`src/rtl/smb_pkg.sv`:
```
package smb_pkg;

    localparam int EXT_W       = 4;
    localparam int REGION_BASE = 9;

    localparam logic [1:0] STY_SPLIT = 2'b00;
    localparam logic [1:0] STY_RNW   = 2'b01;

    typedef enum logic [2:0] {
        PH_IDLE,
        PH_ADDR,
        PH_SETUP,
        PH_STROBE,
        PH_HOLD,
        PH_RECOV
    } phase_e;

    typedef struct packed {
        logic [1:0] ext_addr;
        logic [1:0] ext_setup;
        logic [3:0] ext_strobe;
        logic [1:0] ext_hold;
        logic [3:0] ext_recov;
    } tim_t;

    typedef struct packed {
        tim_t       tim;
        logic [1:0] style;
        logic       muxed;
        logic       narrow;
        logic       wr_ok;
    } acc_cfg_t;

    function automatic logic [EXT_W-1:0] phase_ext(phase_e ph, tim_t t);
        case (ph)
            PH_ADDR:   phase_ext = {2'b00, t.ext_addr};
            PH_SETUP:  phase_ext = {2'b00, t.ext_setup};
            PH_STROBE: phase_ext = t.ext_strobe;
            PH_HOLD:   phase_ext = {2'b00, t.ext_hold};
            PH_RECOV:  phase_ext = t.ext_recov;
            default:   phase_ext = '0;
        endcase
    endfunction

endpackage

```
`src/rtl/smb_seq.sv`:
```
module smb_seq
    import smb_pkg::*;
(
    input  logic   clk,
    input  logic   rst,
    input  logic   start,
    input  tim_t   tim,
    output phase_e phase,
    output logic   last
);

    logic [EXT_W-1:0] cnt;
    phase_e           nxt;

    always_comb begin
        case (phase)
            PH_ADDR:   nxt = PH_SETUP;
            PH_SETUP:  nxt = PH_STROBE;
            PH_STROBE: nxt = PH_HOLD;
            PH_HOLD:   nxt = PH_RECOV;
            PH_RECOV:  nxt = PH_IDLE;
            default:   nxt = PH_ADDR;
        endcase
    end

    always_ff @(posedge clk) begin
        if (rst) begin
            phase <= PH_IDLE;
            cnt   <= '0;
        end else if (phase == PH_IDLE) begin
            if (start) begin
                phase <= PH_ADDR;
                cnt   <= phase_ext(PH_ADDR, tim);
            end
        end else if (cnt == '0) begin
            phase <= nxt;
            cnt   <= phase_ext(nxt, tim);
        end else begin
            cnt <= cnt - 1'b1;
        end
    end

    assign last = (phase != PH_IDLE) && (cnt == '0);

    AST_ADDR_TO_SETUP: assert property (@(posedge clk) disable iff (rst)
        ($past(phase) == PH_ADDR && phase != PH_ADDR) |-> phase == PH_SETUP);
    AST_STROBE_TO_HOLD: assert property (@(posedge clk) disable iff (rst)
        ($past(phase) == PH_STROBE && phase != PH_STROBE) |-> phase == PH_HOLD);
    AST_PHASE_ENDS_AT_ZERO: assert property (@(posedge clk) disable iff (rst)
        (phase != $past(phase) && $past(phase) != PH_IDLE) |-> $past(cnt) == '0);

endmodule

```
`src/rtl/smb_decode.sv`:
```
module smb_decode
    import smb_pkg::*;
#(
    parameter int ADDR_W = 24
) (
    input  logic              enable,
    input  logic              write_ok,
    input  logic [1:0]        style,
    input  logic [3:0]        region,
    input  logic              narrow,
    input  logic              is_write,
    input  logic              is_half,
    input  logic [ADDR_W-1:0] addr_in,
    output logic              reject,
    output logic [ADDR_W-1:0] addr_out
);

    logic [ADDR_W-1:0] mask;

    always_comb begin
        for (int i = 0; i < ADDR_W; i++) begin
            mask[i] = (i < REGION_BASE + int'(region));
        end
        if (!narrow) begin
            mask[0] = 1'b0;
        end
    end

    assign addr_out = addr_in & mask;

    assign reject = !enable
                  || (is_write && !write_ok)
                  || !(style == STY_SPLIT || style == STY_RNW)
                  || (narrow && is_half)
                  || (!narrow && is_write && !is_half);

endmodule

```
`src/rtl/smb_ctrl.sv`:
```
module smb_ctrl
    import smb_pkg::*;
#(
    parameter int ADDR_W = 24,
    parameter int DATA_W = 16
) (
    input  logic              clk,
    input  logic              rst,
    input  logic              cfg_enable,
    input  logic [1:0]        cfg_ext_addr,
    input  logic [1:0]        cfg_ext_setup,
    input  logic [3:0]        cfg_ext_strobe,
    input  logic [1:0]        cfg_ext_hold,
    input  logic [3:0]        cfg_ext_recov,
    input  logic [1:0]        cfg_style,
    input  logic [3:0]        cfg_region,
    input  logic              cfg_muxed,
    input  logic              cfg_write_ok,
    input  logic              cfg_narrow,
    input  logic              req_valid,
    input  logic              req_write,
    input  logic              req_half,
    input  logic [ADDR_W-1:0] req_addr,
    input  logic [DATA_W-1:0] req_wdata,
    output logic              req_ready,
    output logic [DATA_W-1:0] rsp_rdata,
    output logic              rsp_err,
    output logic [ADDR_W-1:0] bus_addr,
    output logic [DATA_W-1:0] bus_dq_out,
    output logic              bus_dq_oe,
    input  logic [DATA_W-1:0] bus_dq_in,
    output logic              bus_cs_n,
    output logic              bus_rd_n,
    output logic              bus_wr_n
);

    localparam int LANE_W = DATA_W / 2;

    acc_cfg_t          cfg_live, cfg_q;
    tim_t              tim_use;
    phase_e            phase;
    logic              last;
    logic              reject;
    logic              start;
    logic [ADDR_W-1:0] dec_addr;
    logic [ADDR_W-1:0] q_addr;
    logic [DATA_W-1:0] q_wdata;
    logic              q_write, q_half, q_lane;
    logic [DATA_W-1:0] rd_fmt;
    logic              in_cs;

    assign cfg_live.tim.ext_addr   = cfg_ext_addr;
    assign cfg_live.tim.ext_setup  = cfg_ext_setup;
    assign cfg_live.tim.ext_strobe = cfg_ext_strobe;
    assign cfg_live.tim.ext_hold   = cfg_ext_hold;
    assign cfg_live.tim.ext_recov  = cfg_ext_recov;
    assign cfg_live.style          = cfg_style;
    assign cfg_live.muxed          = cfg_muxed;
    assign cfg_live.narrow         = cfg_narrow;
    assign cfg_live.wr_ok          = cfg_write_ok;

    smb_decode #(.ADDR_W(ADDR_W)) u_decode (
        .enable   (cfg_enable),
        .write_ok (cfg_write_ok),
        .style    (cfg_style),
        .region   (cfg_region),
        .narrow   (cfg_narrow),
        .is_write (req_write),
        .is_half  (req_half),
        .addr_in  (req_addr),
        .reject   (reject),
        .addr_out (dec_addr)
    );

    assign start   = req_valid && (phase == PH_IDLE) && !reject;
    assign tim_use = (phase == PH_IDLE) ? cfg_live.tim : cfg_q.tim;

    smb_seq u_seq (
        .clk   (clk),
        .rst   (rst),
        .start (start),
        .tim   (tim_use),
        .phase (phase),
        .last  (last)
    );

    always_comb begin
        rd_fmt = '0;
        if (cfg_q.narrow) begin
            rd_fmt[LANE_W-1:0] = bus_dq_in[LANE_W-1:0];
        end else if (!q_half) begin
            rd_fmt[LANE_W-1:0] = q_lane ? bus_dq_in[DATA_W-1:LANE_W]
                                        : bus_dq_in[LANE_W-1:0];
        end else begin
            rd_fmt = bus_dq_in;
        end
    end

    always_ff @(posedge clk) begin
        if (rst) begin
            cfg_q     <= '0;
            q_addr    <= '0;
            q_wdata   <= '0;
            q_write   <= 1'b0;
            q_half    <= 1'b0;
            q_lane    <= 1'b0;
            req_ready <= 1'b0;
            rsp_err   <= 1'b0;
            rsp_rdata <= '0;
        end else begin
            req_ready <= 1'b0;
            rsp_err   <= 1'b0;
            if (phase == PH_IDLE && req_valid) begin
                if (reject) begin
                    req_ready <= 1'b1;
                    rsp_err   <= 1'b1;
                    rsp_rdata <= '0;
                end else begin
                    cfg_q   <= cfg_live;
                    q_addr  <= dec_addr;
                    q_wdata <= req_wdata;
                    q_write <= req_write;
                    q_half  <= req_half;
                    q_lane  <= req_addr[0];
                end
            end
            if (phase == PH_STROBE && last && !q_write) begin
                rsp_rdata <= rd_fmt;
            end
            if (phase == PH_RECOV && last) begin
                req_ready <= 1'b1;
            end
        end
    end

    assign in_cs    = (phase == PH_SETUP) || (phase == PH_STROBE) || (phase == PH_HOLD);
    assign bus_cs_n = !in_cs;
    assign bus_addr = (phase != PH_IDLE) ? q_addr : '0;

    always_comb begin
        if (cfg_q.style == STY_RNW) begin
            bus_rd_n = in_cs ? !q_write : 1'b1;
            bus_wr_n = !(phase == PH_STROBE);
        end else begin
            bus_rd_n = !(phase == PH_STROBE && !q_write);
            bus_wr_n = !(phase == PH_STROBE && q_write);
        end
    end

    always_comb begin
        bus_dq_oe  = 1'b0;
        bus_dq_out = '0;
        if (phase == PH_ADDR && cfg_q.muxed) begin
            bus_dq_oe  = 1'b1;
            bus_dq_out = q_addr[DATA_W-1:0];
        end else if (in_cs && q_write) begin
            bus_dq_oe = 1'b1;
            if (cfg_q.narrow) begin
                bus_dq_out[LANE_W-1:0] = q_wdata[LANE_W-1:0];
            end else begin
                bus_dq_out = q_wdata;
            end
        end
    end

    AST_IDLE_QUIET: assert property (@(posedge clk) disable iff (rst)
        (phase == PH_IDLE) |-> (bus_cs_n && bus_rd_n && bus_wr_n && !bus_dq_oe));
    AST_ERR_WITH_READY: assert property (@(posedge clk) disable iff (rst)
        rsp_err |-> req_ready);
    AST_WRITE_PERMITTED: assert property (@(posedge clk) disable iff (rst)
        (phase == PH_STROBE && q_write) |-> cfg_q.wr_ok);
    AST_ONE_STROBE: assert property (@(posedge clk) disable iff (rst)
        (cfg_q.style == STY_SPLIT) |-> (bus_rd_n || bus_wr_n));
    AST_WDATA_HELD: assert property (@(posedge clk) disable iff (rst)
        (q_write && phase == PH_HOLD) |-> (bus_dq_oe && $stable(bus_dq_out)));
    AST_READ_NO_DRIVE: assert property (@(posedge clk) disable iff (rst)
        (!q_write && phase != PH_IDLE && phase != PH_ADDR) |-> !bus_dq_oe);

endmodule

```
`config.mk`:
```
export PLATFORM = sky130hd
export DESIGN_NAME = smb_ctrl
export DESIGN_NICKNAME = d
export VERILOG_FILES = /design/src/rtl/smb_pkg.sv /design/src/rtl/smb_seq.sv /design/src/rtl/smb_decode.sv /design/src/rtl/smb_ctrl.sv
export SDC_FILE = /design/constraint.sdc
export NUM_CORES = 1
export LEC_CHECK = 0
export BUFFER_PORTS_ARGS = -buffer_cell sky130_fd_sc_hd__buf_4
export CORE_MARGIN = 2
export CORE_UTILIZATION = 30
export CTS_BUF_LIST = sky130_fd_sc_hd__clkbuf_4 sky130_fd_sc_hd__clkbuf_8
export CTS_CLUSTER_DIAMETER = 30
export DETAILED_ROUTE_END_ITERATION = 8
export PLACE_DENSITY = 0.55
export SLEW_MARGIN = 0
export SYNTH_ARGS = -nofsm -noshare
export SYNTH_HDL_FRONTEND = slang
export SYNTH_SLANG_ARGS = --single-unit
```
`constraint.sdc`:
```
create_clock -name clk -period 2.2 [get_ports clk]
set_clock_uncertainty 0.05 [all_clocks]
set_input_delay 0.22 -clock clk [delete_from_list [all_inputs] [get_ports clk]]
set_output_delay 0.22 -clock clk [all_outputs]
set_load 0.01 [all_outputs]
```
==> results.txt <==
- For flop-to-flop paths, the worst setup slack is 110 ps.
- Along the worst path, the maximum fanout reaches 8.
- The initial antenna violation count came to 0.
- The worst setup path is captured at a flop.
* Final Slew Violations: 0
* Total global routing track utilization: 0.173
- After filler insertion, the fill cell instance count of the layout stands at 1346.
- Average cell area after synthesis: approximately 8.0 um^2
- The repair_antennas step left the layout with diodes totalling 0.
- Buffers placed on the I/O ports in this run total between 100 and 150.
- Nets in the synthesized netlist: between 500 and 600
- Reg2reg start: u_seq.cnt[1]
* Tightest slew margin relative to the limit: 0.500
- Initial standard-cell utilization of the core: 0.307
* Number of nets at the end of the flow: 740
* Distinct cell type count of the synthesized netlist: 48
- For this run, the leading register cell type out of synthesis is dfxtp_1.
* Worst Setup Start Kind: flop
- Area growth from synthesis to final layout: 41.8%
* Detail-routed net length per standard cell: about 15 um
- In the final layout, the share of cells above drive strength 1 is 0.316.
- Worst Max-Slew Pin Slew: between 700 and 800 ps
- Wire length of the first global-routing pass: a little under 20000 um
- The number of hold-slack violations in the final timing report came to 0.
- Critical path arrival: 2360 ps
- Cells traversed along the worst timing path: inv_1 > ha_2 > or3b_4 > nor4_4 > nand2_2 > nor3b_4 > buf_12 > a22o_1
- On the worst path, the slowest cell contributes a delay of about 400 ps.
- From bottom edge to top edge, the die measures between 100 and 150 um.
- The endpoint identified for the worst register-to-register timing path is rsp_rdata[11].
* Endpoint with the worst hold slack: rsp_rdata[8]
- Dividing total power by cell area gives a power density of ~740 nW/um^2.
- Combined buffer and inverter count along the critical path: 2
* TritonCTS Buffers: 9
* Sequential area share after synthesis: 0.425
- Number of instances on the worst hold path: 2
* Overall die width: about 120 um
- The initialized floorplan defines 42 standard-cell rows.
- The floorplan step defined a core boundary enclosing roughly 13000 um^2.
- Number of global-route vias before repair: 3934
* Clock Root Buffer: clkbuf_8
- Final worst path period need: 2090 ps
* Boundary pin count: approximately 150
- No sink is reached through more buffers than the 2 on the longest clock path.
- Final period utilization: 0.950
* Pin count of the biggest net entering global routing: 69
* Number of vias after detailed routing: 4084
- In this run, synthesis produced a sequential element count of 86.
- Non-filler instance count after layout: approximately 830
- Path depth of the worst reg2reg path: 8
* Status: completed
- Cell family with the largest share of critical-path delay: simple AND/OR/NAND/NOR gates
- At the worst endpoint, the required time is 2470 ps.
* Final wirelength: 12500 um
- Number of routed nets with antenna violations: 0
* Standard cell with the maximum stage delay on the critical path: or3b_4
- Clk Latency, worst-skew pair: between 300 and 400 ps
- Cell area after synthesis: 4050 um^2
- Overall power consumption: approximately 4.3 mW
- Summed over all cells, the static leakage comes to around 2.3 nW.
- Registers take approximately 1700 um^2.
* Setup violation total in the final timing report: 0
- TritonCTS built the clock tree.
* Residual DRC: 0
* Via density per instance: 4.91
- Instance count of the mapped netlist: slightly above 500
- The min-delay analysis places its worst path in the category input pin to flop.
* Min-Delay Startpoint: bus_dq_in[8]
* Hold_ws: between 15 and 20 ps
- Kind of critical path: flop to flop
- After detailed placement, the design holds a cell count of a little over 800.
- Number of iterations in the first detailed-routing pass: 4
- Worst setup path startpoint: u_seq.cnt[1]
* Num Clock Sinks: 86
- After global routing the overflow that remains totals 0.
* Number of H-tree levels: 3
- HPWL after detailed placement: slightly below 9000 um
* Max-cap violation count: 0
- Counting flops with a built-in enable in the synthesized netlist gives 0.
- Proportion of register bits with asynchronous set or reset after synthesis: 0
* Multi-input combinational cell area: between 2000 and 2500 um^2
* Placer's final routability congestion estimate: ~0.86
* Top achievable clock speed: 478 MHz
- Worst VDD drop: roughly 0.34 mV
- After clock tree synthesis, the clock-pin slew on the worst setup and hold paths is 90 ps.
- The floorplan step defined a die boundary enclosing roughly 14000 um^2.
- Synthesis warning total: 0
- DRC marker count from the first detailed-route iteration: roughly 180
[worst register-to-register path, stage by stage (launching register included)]
cell	delay, ps
dfxtp_1	340
inv_1	90
ha_2	200
or3b_4	410
nor4_4	320
nand2_2	120
nor3b_4	240
buf_12	150
a22o_1	110
[layout make-up]
type / instances / share of cell area
Sequential cell: 86 / 0.302
Multi-Input combinational cell: 374 / 0.380
Clock inverter: 6 / 0.0161
Inverter: 7 / 0.00458
Timing Repair Buffer: 173 / 0.236
Tap cell: 176 / 0.0384
Clock buffer: 10 / 0.0240
[how the worst max path moves through the flow]
stage,depth (start not counted),slack [ps],end
2_1_floorplan,8,240,rsp_rdata[14]
3_3_place_gp,6,50,rsp_rdata[13]
3_5_place_dp,6,-90,rsp_rdata[11]
4_1_cts,7,-3,bus_dq_out[14]
5_1_grt,8,-3,rsp_rdata[9]
6_report,8,110,rsp_rdata[11]
[registers in the layout, summed over array words and instances (netlist names)]
register and cells:
u_seq.phase 3, q_addr 24, q_lane 1, rsp_err 1, q_wdata 16, rsp_rdata 16
q_half 1, cfg_q 18, q_write 1, req_ready 1, u_seq.cnt 4
[Yosys cell counts (all sizes together) (3+ instances only)]
cell type | number | area, um^2
a31oi | 3 | 18.8
or2 | 3 | 18.8
mux2i | 12 | 120
inv | 7 | 26.3
and2 | 25 | 156
o21ai | 15 | 75.1
buf | 18 | 85.1
nand2 | 121 | 457
dfxtp | 86 | 1720
a21oi | 69 | 345
o211ai | 7 | 52.6
clkbuf | 20 | 75.1
o2111ai | 3 | 32.5
nor3b | 4 | 41.3
nor2b | 7 | 43.8
nor3 | 4 | 20.0
xor2 | 3 | 26.3
a32oi | 4 | 35.0
nor2 | 10 | 45.0
a21o | 4 | 30.0
nand3 | 20 | 100
ha | 4 | 50.1
a22o | 25 | 219
nand2b | 4 | 25.0
[cells by family (layout without fill, tap and decap cells)]
kind of cell	count (synthesis)	count (layout)	share of synthesized area
simple gates	208	208	0.245
compound gates	146	146	0.233
flops	86	86	0.425
buf+inv	45	196	0.0461
mux	12	12	0.0297
fa+ha+maj	4	4	0.0124
xor+xnor	4	4	0.00866
[per-layer routing]
layer  global-route usage  up-vias  part of all wire  wire [um]
met5                    0        -                 0          0
met4               0.0647        0             0.015        189
met3               0.0423       13             0.059        741
met2                0.275      116              0.46       5800
met1                0.227     1903              0.46       5750
li1                     -     2052                 -          -
[what timing repair did]
action | in CTS | in global routing
pin swaps | 0 | 4
hold endpoints to repair | 6 | 0
cloned | 0 | 0
hold buffers | 5 | 0
endpoints found under the setup margin | 50 | 35
setup buffers | 0 | 4
gates resized for setup | 6 | 11
[stage by stage]
step / setup WS (ps) / utilization / cell area [um^2] / setup TNS, ps
after global placement: 45.9 / 0.407 / 5370 / 0
after global routing: -2.61 / 0.435 / 5740 / -2.61
after detailed placement: -93.3 / 0.407 / 5370 / -1080
final: 110 / 0.435 / 5740 / 0
after CTS: -3.21 / 0.430 / 5670 / -3.21
after floorplan: 242 / - / 4050 / 0
[where the power goes]
| group | leakage [nW] | switching (mW) | internal, mW |
|---|---|---|---|
| registers | 0.697 | 0.0883 | 1.65 |
| clock network | 0.110 | 0.611 | 0.678 |
| logic | 1.51 | 0.706 | 0.538 |
| total | 2.31 | 1.41 | 2.86 |
[cell usage in the layout (no fill, tap or decap), types with 3 or more instances in the layout]
cell             n
a21o_1           4
or2_2            3
a21oi_1         68
nand3_1         20
xor2_1           3
and2_1          25
inv_1            4
nand2b_1         4
a32oi_1          4
clkbuf_8        10
a31oi_1          3
buf_12           3
ha_1             3
dfxtp_1         83
nand2_1        119
buf_4          164
a22o_1          25
dlygate4sd3_1    5
nor2b_1          4
mux2i_1         12
nor3_1           4
nor2_1           9
inv_2            3
o21ai_0         15
o211ai_1         7
(Power assumes the default switching activity.)
